<file path="config.mk">
export PLATFORM = sky130hd
export DESIGN_NAME = intEntrySeq
export DESIGN_NICKNAME = d
export VERILOG_FILES = /design/src/rtl/intseqPkg.sv /design/src/rtl/intseqCtrl.sv /design/src/rtl/intseqDp.sv /design/src/rtl/intEntrySeq.sv
export SDC_FILE = /design/constraint.sdc
export NUM_CORES = 1
export LEC_CHECK = 0
export ABC_AREA = 1
export BUFFER_PORTS_ARGS = -buffer_cell sky130_fd_sc_hd__buf_2
export CAP_MARGIN = 20
export CORE_ASPECT_RATIO = 1.5
export CORE_MARGIN = 2
export CORE_UTILIZATION = 43
export CTS_CLUSTER_DIAMETER = 150
export CTS_CLUSTER_SIZE = 14
export DETAILED_ROUTE_END_ITERATION = 16
export GPL_TIMING_DRIVEN = 0
export PLACE_DENSITY = 0.79
export SETUP_SLACK_MARGIN = 0.5
export SLEW_MARGIN = 20
export SYNTH_ARGS = -nofsm -noshare
export SYNTH_HDL_FRONTEND = slang
export SYNTH_SLANG_ARGS = --single-unit
export TNS_END_PERCENT = 50
</file>
<file path="constraint.sdc">
create_clock -name clk -period 2 [get_ports clk]
set_input_delay 0.3 -clock clk [delete_from_list [all_inputs] [get_ports clk]]
set_output_delay 0.3 -clock clk [all_outputs]
set_load 0.02 [all_outputs]
</file>
<file path="src/rtl/intseqPkg.sv">
package intseqPkg;

  typedef enum logic [2:0] {
    ST_IDLE,
    ST_ACK,
    ST_PUSHF,
    ST_VEC,
    ST_PUSHPC
  } seqState_t;

  typedef struct packed {
    logic capPc;
    logic capVec;
    logic nmiSel;
  } dpStrobe_t;

endpackage

</file>
<file path="src/rtl/intseqCtrl.sv">
module intseqCtrl
  import intseqPkg::*;
(
  input  logic      clk,
  input  logic      rstN,
  input  logic      nmiN,
  input  logic      irqN,
  input  logic      iFlag,
  input  logic      instrEnd,
  input  logic      flagWrFetch,
  output logic      busy,
  output logic      dummyFetch,
  output logic      nackN,
  output logic      iackN,
  output logic      rdivN,
  output logic [1:0] dbs,
  output logic      stk2Wr,
  output logic      iFlagClr,
  output logic      stk1Wr,
  output logic      vecFetch,
  output dpStrobe_t stb
);

  localparam logic [1:0] DBS_IDLE = 2'b00;
  localparam logic [1:0] DBS_VEC  = 2'b01;

  seqState_t st, stNext;
  logic nmiPrev, nmiPend, shadow, curNmi;
  logic nmiFall, irqReq, shadowOn, acceptNow, ackPhase;

  assign nmiFall   = nmiPrev & ~nmiN;
  assign irqReq    = ~irqN & iFlag;
  assign shadowOn  = shadow | flagWrFetch;
  assign acceptNow = (st == ST_IDLE) & instrEnd & ~shadowOn & (nmiPend | irqReq);

  always_comb begin
    stNext = st;
    unique case (st)
      ST_IDLE:   if (acceptNow) stNext = ST_ACK;
      ST_ACK:    stNext = ST_PUSHF;
      ST_PUSHF:  stNext = ST_VEC;
      ST_VEC:    stNext = ST_PUSHPC;
      ST_PUSHPC: stNext = ST_IDLE;
      default:   stNext = ST_IDLE;
    endcase
  end

  always_ff @(posedge clk) begin
    if (!rstN) begin
      st      <= ST_IDLE;
      nmiPrev <= 1'b1;
      nmiPend <= 1'b0;
      shadow  <= 1'b0;
      curNmi  <= 1'b0;
    end else begin
      st      <= stNext;
      nmiPrev <= nmiN;
      if (acceptNow && nmiPend) nmiPend <= nmiFall;
      else if (nmiFall)         nmiPend <= 1'b1;
      if (flagWrFetch)   shadow <= 1'b1;
      else if (instrEnd) shadow <= 1'b0;
      if (acceptNow) curNmi <= nmiPend;
    end
  end

  assign ackPhase   = (st == ST_ACK) | (st == ST_PUSHF) | (st == ST_VEC);
  assign busy       = (st != ST_IDLE);
  assign dummyFetch = (st == ST_ACK);
  assign iackN      = ~ackPhase;
  assign nackN      = ~(ackPhase & curNmi);
  assign rdivN      = ~((st == ST_VEC) & ~curNmi);
  assign dbs        = ((st == ST_VEC) & ~curNmi) ? DBS_VEC : DBS_IDLE;
  assign stk2Wr     = (st == ST_PUSHF);
  assign iFlagClr   = (st == ST_PUSHF);
  assign stk1Wr     = (st == ST_PUSHPC);
  assign vecFetch   = (st == ST_PUSHPC);

  assign stb.capPc  = acceptNow;
  assign stb.capVec = (st == ST_VEC);
  assign stb.nmiSel = curNmi;

  a_r2_entry_at_boundary: assert property (@(posedge clk) disable iff (!rstN)
    $rose(busy) |-> $past(instrEnd));
  a_r5_ack_starts_with_dummy: assert property (@(posedge clk) disable iff (!rstN)
    $fell(iackN) |-> dummyFetch);
  a_r5_nack_implies_iack: assert property (@(posedge clk) disable iff (!rstN)
    !nackN |-> !iackN);
  a_r9_idle_after_fetch: assert property (@(posedge clk) disable iff (!rstN)
    vecFetch |=> !busy);
  a_r10_no_entry_in_shadow: assert property (@(posedge clk) disable iff (!rstN)
    (!busy && flagWrFetch) |=> !busy);

endmodule

</file>
<file path="src/rtl/intseqDp.sv">
module intseqDp
  import intseqPkg::*;
#(
  parameter int PC_W   = 16,
  parameter int VEC_W  = 4,
  parameter int FLAG_W = 4,
  parameter logic [PC_W-1:0] VEC_BASE = 16'h0100
) (
  input  logic              clk,
  input  logic              rstN,
  input  dpStrobe_t         stb,
  input  logic              vecFetch,
  input  logic [PC_W-1:0]   pcNext,
  input  logic [VEC_W-1:0]  dataBus,
  input  logic [FLAG_W-1:0] flagIn,
  output logic [FLAG_W-1:0] stk2Data,
  output logic [PC_W-1:0]   stk1Data,
  output logic [PC_W-1:0]   vecAddr
);

  localparam int HI_W = PC_W - VEC_W;

  logic [PC_W-1:0]  pcSave;
  logic [VEC_W-1:0] vecNib;

  always_ff @(posedge clk) begin
    if (!rstN) begin
      pcSave <= '0;
      vecNib <= '0;
    end else begin
      if (stb.capPc)  pcSave <= pcNext;
      if (stb.capVec) vecNib <= stb.nmiSel ? '0 : dataBus;
    end
  end

  assign stk2Data = flagIn;
  assign stk1Data = pcSave;
  assign vecAddr  = VEC_BASE | PC_W'(vecNib);

  a_r8_vector_page: assert property (@(posedge clk) disable iff (!rstN)
    vecFetch |-> (vecAddr[PC_W-1:VEC_W] == VEC_BASE[PC_W-1:VEC_W]));
  a_r8_fetch_follows_read: assert property (@(posedge clk) disable iff (!rstN)
    vecFetch |-> $past(stb.capVec));
  a_r8_pc_held: assert property (@(posedge clk) disable iff (!rstN)
    vecFetch |-> $stable(pcSave));

  logic [HI_W-1:0] unusedHi;
  assign unusedHi = '0;

endmodule

</file>
<file path="src/rtl/intEntrySeq.sv">
module intEntrySeq
  import intseqPkg::*;
#(
  parameter int PC_W   = 16,
  parameter int VEC_W  = 4,
  parameter int FLAG_W = 4,
  parameter logic [PC_W-1:0] VEC_BASE = 16'h0100
) (
  input  logic              clk,
  input  logic              rstN,
  input  logic              nmiN,
  input  logic              irqN,
  input  logic              iFlag,
  input  logic              instrEnd,
  input  logic              flagWrFetch,
  input  logic [PC_W-1:0]   pcNext,
  input  logic [VEC_W-1:0]  dataBus,
  input  logic [FLAG_W-1:0] flagIn,
  output logic              busy,
  output logic              dummyFetch,
  output logic              nackN,
  output logic              iackN,
  output logic              rdivN,
  output logic [1:0]        dbs,
  output logic              stk2Wr,
  output logic [FLAG_W-1:0] stk2Data,
  output logic              iFlagClr,
  output logic              stk1Wr,
  output logic [PC_W-1:0]   stk1Data,
  output logic              vecFetch,
  output logic [PC_W-1:0]   vecAddr
);

  dpStrobe_t stb;

  intseqCtrl ctrl_i (
    .clk(clk), .rstN(rstN), .nmiN(nmiN), .irqN(irqN), .iFlag(iFlag),
    .instrEnd(instrEnd), .flagWrFetch(flagWrFetch),
    .busy(busy), .dummyFetch(dummyFetch), .nackN(nackN), .iackN(iackN),
    .rdivN(rdivN), .dbs(dbs), .stk2Wr(stk2Wr), .iFlagClr(iFlagClr),
    .stk1Wr(stk1Wr), .vecFetch(vecFetch), .stb(stb)
  );

  intseqDp #(.PC_W(PC_W), .VEC_W(VEC_W), .FLAG_W(FLAG_W), .VEC_BASE(VEC_BASE)) dp_i (
    .clk(clk), .rstN(rstN), .stb(stb), .vecFetch(vecFetch), .pcNext(pcNext),
    .dataBus(dataBus), .flagIn(flagIn), .stk2Data(stk2Data),
    .stk1Data(stk1Data), .vecAddr(vecAddr)
  );

endmodule

</file>
# Word-level counts from Yosys, hierarchy flattened
# Cells that the tools add are included.
# classes
addsub	0
n_mul	0
div	0
n_lt_le_gt_ge	0
n_eq_ne	5
shift	0
muxes	8
bitwise	18
n_reduce_logical	5
# ops
cell	n
$pmux W3 S4	1
$and A1 B1 Y1	7
$not A1 Y1	7
$eq A3 B2 Y1 const B	2
$mux W1	5
$mux W4	1
$or A1 B1 Y1	4
$reduce_bool A2 Y1	2
$eq A3 B1 Y1 const B	1
$eq A3 B3 Y1 const B	1
$logic_not A3 Y1	1
$mux W3	1
$reduce_bool A3 Y1	1
$ne A2 B1 Y1 const B	1
$logic_and A1 B1 Y1	1
# totals
reg_bits	27
latch_bits	0
mem_bits_rw	0
rom_bits	0
input_bits	31
wordCells	43
n_memories	0

# Logic depth before layout (Yosys ltp)
# logic_depth
ltp_word	6
depth_mapped	7
depth_no_buf	6

# By module
# Synthesis repeated with hierarchy kept, for this count alone.
# unflattened
cells_unflattened	163
area_unflattened_um2	1223.7
# by_module_without_submodules
mod	instances	cells_each	area_per_inst_um2	seq_area_each_um2
intseqDp	1	105	822.0	400.4
intseqCtrl	1	58	401.6	140.1

# Worst setup path after synthesis
# OpenSTA, ideal clock, no wires.
# synth_path
kind	reg-to-output
from	register ctrl_i.st[2]
to	output stk2Wr
arrival_time_ns	1.037
t_required_ns	1.700
slack_ns	0.663
path_stages_with_launch	5
path_buffers	1
path_cell_list	dfxtp_1 > inv_2 > nand2_1 > nor2_1 > buf_4
# synth_via
elab_chain_len	1
# synth_lines
item	line_no	rtl
start, declared	intseqCtrl.sv:27	seqState_t st, stNext;
start signal, assigned	intseqCtrl.sv:56	st <= stNext;
$eq A3 B2 Y1	n/a	
end, declared	intEntrySeq.sv:25	output logic stk2Wr,
# Every way passes these cells.

# Worst setup path after layout
# layout_path
from	register ctrl_i.st[0]
to	output vecFetch
# layout_via
elab_chain_len	1
# layout_lines
item	line_no	rtl
$eq A3 B3 Y1	intseqCtrl.sv:76	assign vecFetch = (st == ST_PUSHPC);
end, declared	intEntrySeq.sv:30	output logic vecFetch,
# Every way passes these cells.

==> qor.log <==
INFO  grt            grt_overflow=0
INFO  synthesis      synth_sequential_area_ratio=0.400
INFO  setup_path     worst_stage_delay_on_the_critical_path=0.37ns
INFO  outcome        result_of_the_run=finished clean
INFO  sta            max_clock_freq=676MHz
INFO  layout         fill_cells=272
INFO  floorplan      die_x=49.8um
INFO  setup_path     cp-start-kind=register
INFO  pwr            report.power.total=1.30mW
INFO  layout         antenna-diode-count=0
INFO  placed_design  routabilityCongestion=0.684
INFO  placed_design  detailedPlacementHpwl=2.20mm
INFO  pwr            power_density=691mW/mm2
INFO  sta            hold_viol=0
INFO  layout         regArea=547um2
INFO  run            drv.max_cap_violation_count=0
INFO  sta            timing.final.max_slew_violations=0
INFO  cts            cts-root-buf=clkbuf_8
INFO  detailed_routing avgRoutedWirePerCell=10.6um
INFO  sta            setup_viol=0
INFO  detailed_routing vias_per_cell=4.48
INFO  setup_path     worstPathCellList=inv_4 > nand2_2 > nor2_2 > buf_4 > buf_2
INFO  cts            clock_tree_from_tritoncts=done
INFO  detailed_routing drt.antenna.violating_nets=0
INFO  floorplan      floorplan.die_area=0.00362mm2
INFO  grt            grt_pass1_wl=4.61mm
INFO  grt            gr-usage-all-layers=0.161
INFO  setup_path     launch_point_of_the_worst_reg_to_reg_path=ctrl_i.st[2]$_SDFFE_PN0P_
INFO  cts            htree_levels=1
INFO  layout         num-nets-final=267
INFO  grt            first_global_vias=1,101
INFO  synthesis      synth_enable_flop_cells=0
INFO  cts            path_clk_slew=0.09ns
INFO  synthesis      ys_seq_elements=27
INFO  floorplan      die_y=72.7um
INFO  sta            timing.setup.tns=0ns
INFO  setup_path     worst_setup_path_end_kind=output port
INFO  min_path       whs_path_depth=2
INFO  cts            maximum_clock_insertion_buffer_count=2
INFO  detailed_routing drt_first_pass_iters=4
INFO  cts            cts_hold_buf=0
INFO  setup_path     number_of_cells_traversed_by_the_worst_register_to_register_path=7
INFO  cts            worstSkewPairLatency=0.26ns
INFO  detailed_routing drc=0
INFO  setup_path     worst_path_dominant_cell_family=flip-flops
INFO  floorplan      top_level_ports=78
INFO  layout         instances_no_fill=274
INFO  layout         final_core_util=0.637
INFO  synthesis      synth.distinct_cells=26
INFO  pwr            leakage=0.906nW
INFO  layout         multi_input_comb_area=628um2
INFO  sta            final_min_period_over_clock_period=0.740
INFO  layout         share_of_post_route_cells_with_drive_strength_above_1=0.557
INFO  floorplan      rows=24
INFO  grt            grt_start_max_net_pins=16
INFO  floorplan      core-area=0.00294mm2
INFO  placed_design  place.detailed.instances=265
INFO  setup_path     critPathMaxFanout=3
INFO  detailed_routing detail_route.wirelength=2.89mm
INFO  min_path       min_delay_startpoint=nmiN
INFO  placed_design  io_buffers=60
INFO  layout         synthToLayoutAreaGrowth=38.8%
INFO  detailed_routing drt_iter0_markers=11
INFO  setup_path     reg2reg_slack=0.75ns
INFO  synthesis      post_synth_inst_count=155
INFO  sta            grt_setup_unrepaired=yes
INFO  setup_path     crit_slowest_cell=dfxtp_4
INFO  sta            clock_skew=0.00200ns
INFO  pwr            worst_ir_drop_vdd=0.585mV
INFO  setup_path     critPathArrivalTime=1.18ns
INFO  synthesis      ys.warnings.count=0
INFO  synthesis      ys_dominant_reg_cell=dfxtp_1
INFO  min_path       hold_path.class=in2reg
INFO  setup_path     critical_path.n_buffers_inverters=3
INFO  setup_path     cp_data_required_time=1.70ns
INFO  setup_path     crit_cells=5
INFO  cts            number_of_clock_sinks=27
INFO  cts            number_of_buffers_created_by_cts=3
INFO  sta            timing.hold.ws=0.231ns
INFO  detailed_routing vias=1,228
INFO  setup_path     crit_path_start=ctrl_i.st[0]$_SDFFE_PN0P_
INFO  setup_path     critical_path.reg2reg.endpoint=dp_i.stk1Data[10]$_SDFFE_PN0P_
INFO  setup_path     critical_setup_path_kind=reg2out
INFO  min_path       min_delay_worst_endpoint=ctrl_i.nmiPrev$_SDFF_PN1_
INFO  floorplan      starting_density_of_the_core=0.459
INFO  grt            antenna_found_initial=0
INFO  synthesis      postSynth.asyncResetShare=0
INFO  synthesis      synthesis.area_per_instance=8.72um2
INFO  synthesis      syn-cell-area=0.00135mm2
INFO  sta            final.min_clock_period=1.48ns
[layout by cell type, fill, tap and decap left out, drive strengths merged]
master / instances
buf: 87
nand2: 34
dfxtp: 27
a21oi: 22
nand3: 21
conb: 13
inv: 13
nor2: 7
clkbuf: 5
a211oi: 1
or2: 1
o22ai: 1
o21a: 1
nor3: 1
clkinv: 1
[worst max-delay path by stage]
stage	to
CTS	vecFetch
global placement	rdivN
detailed placement	rdivN
floorplan	stk2Wr
global route	vecFetch
finish	vecFetch
[flip-flops by register name, summed over array words and instances (netlist names)]
| name | count |
|---|---|
| ctrl_i.curNmi | 1 |
| ctrl_i.st | 3 |
| ctrl_i.nmiPend | 1 |
| ctrl_i.nmiPrev | 1 |
| dp_i.stk1Data | 16 |
| dp_i.vecNib | 4 |
| ctrl_i.shadow | 1 |
[routing by layer]
| metal | up-vias | GRT usage | wire length, um |
|---|---|---|---|
| met2 | 44 | 0.292 | 1550 |
| li1 | 634 | - | - |
| met4 | 0 | 0.0802 | 29 |
| met1 | 548 | 0.183 | 1130 |
| met3 | 2 | 0.0205 | 190 |
| met5 | - | 0 | 0 |
[stage by stage]
step | setup WS, ns | cell area [um2]
finish | 0.520 | 1880
global route | 0.480 | 1880
CTS | 0.474 | 1810
detailed placement | 0.630 | 1740
global placement | 0.633 | 1740
floorplan | 0.663 | 1390
[cells in the mapped netlist (2+ instances only)]
| master | instances | share of area |
|---|---|---|
| nand3_1 | 11 | 0.041 |
| dfxtp_1 | 27 | 0.40 |
| conb_1 | 2 | 0.0056 |
| a21oi_1 | 13 | 0.048 |
| nand3_2 | 8 | 0.059 |
| a21oi_2 | 9 | 0.058 |
| nand3_4 | 2 | 0.026 |
| inv_2 | 4 | 0.011 |
| buf_4 | 19 | 0.11 |
| nor2_1 | 3 | 0.0083 |
| nor2_4 | 2 | 0.017 |
| nand2_1 | 31 | 0.086 |
| nand2_4 | 2 | 0.017 |
| inv_1 | 9 | 0.025 |
| buf_6 | 2 | 0.017 |
[report_power, final]
group | internal, mW | switching [mW] | total (mW)
clock network | 0.139 | 0.159 | 0.298
logic | 0.158 | 0.247 | 0.406
registers | 0.568 | 0.0242 | 0.592
total | 0.866 | 0.430 | 1.30
[worst register-to-register path: cells and delay by family, from the launching register on]
| kind | cells | cell delay (ns) |
|---|---|---|
| AOI/OAI and AO/OA | 1 | 0.12 |
| buffers and inverters | 3 | 0.38 |
| DFF | 1 | 0.34 |
| and+or+nand+nor | 3 | 0.37 |
[repair_timing]
action,in CTS,in global routing
pin swaps,0,3
gates cloned,0,0
setup endpoints to repair,3,6
setup buffers,1,4
resized for setup,4,13
[final cells by class]
type / instances / share of cell area
Tap cell: 39 / 0.0260
Buffer: 24 / 0.108
Timing Repair Buffer: 65 / 0.185
Clock inverter: 1 / 0.00267
Inverter: 13 / 0.0300
Clock buffer: 3 / 0.0220
Multi-Input combinational cell: 102 / 0.335
Sequential cell: 27 / 0.292
[cells by family after synthesis]
logic type,share of synthesized area
simple gates,0.286
other cells,0.00556
buf+inv,0.186
compound gates,0.122
flops,0.400
(Power assumes the default switching activity.)
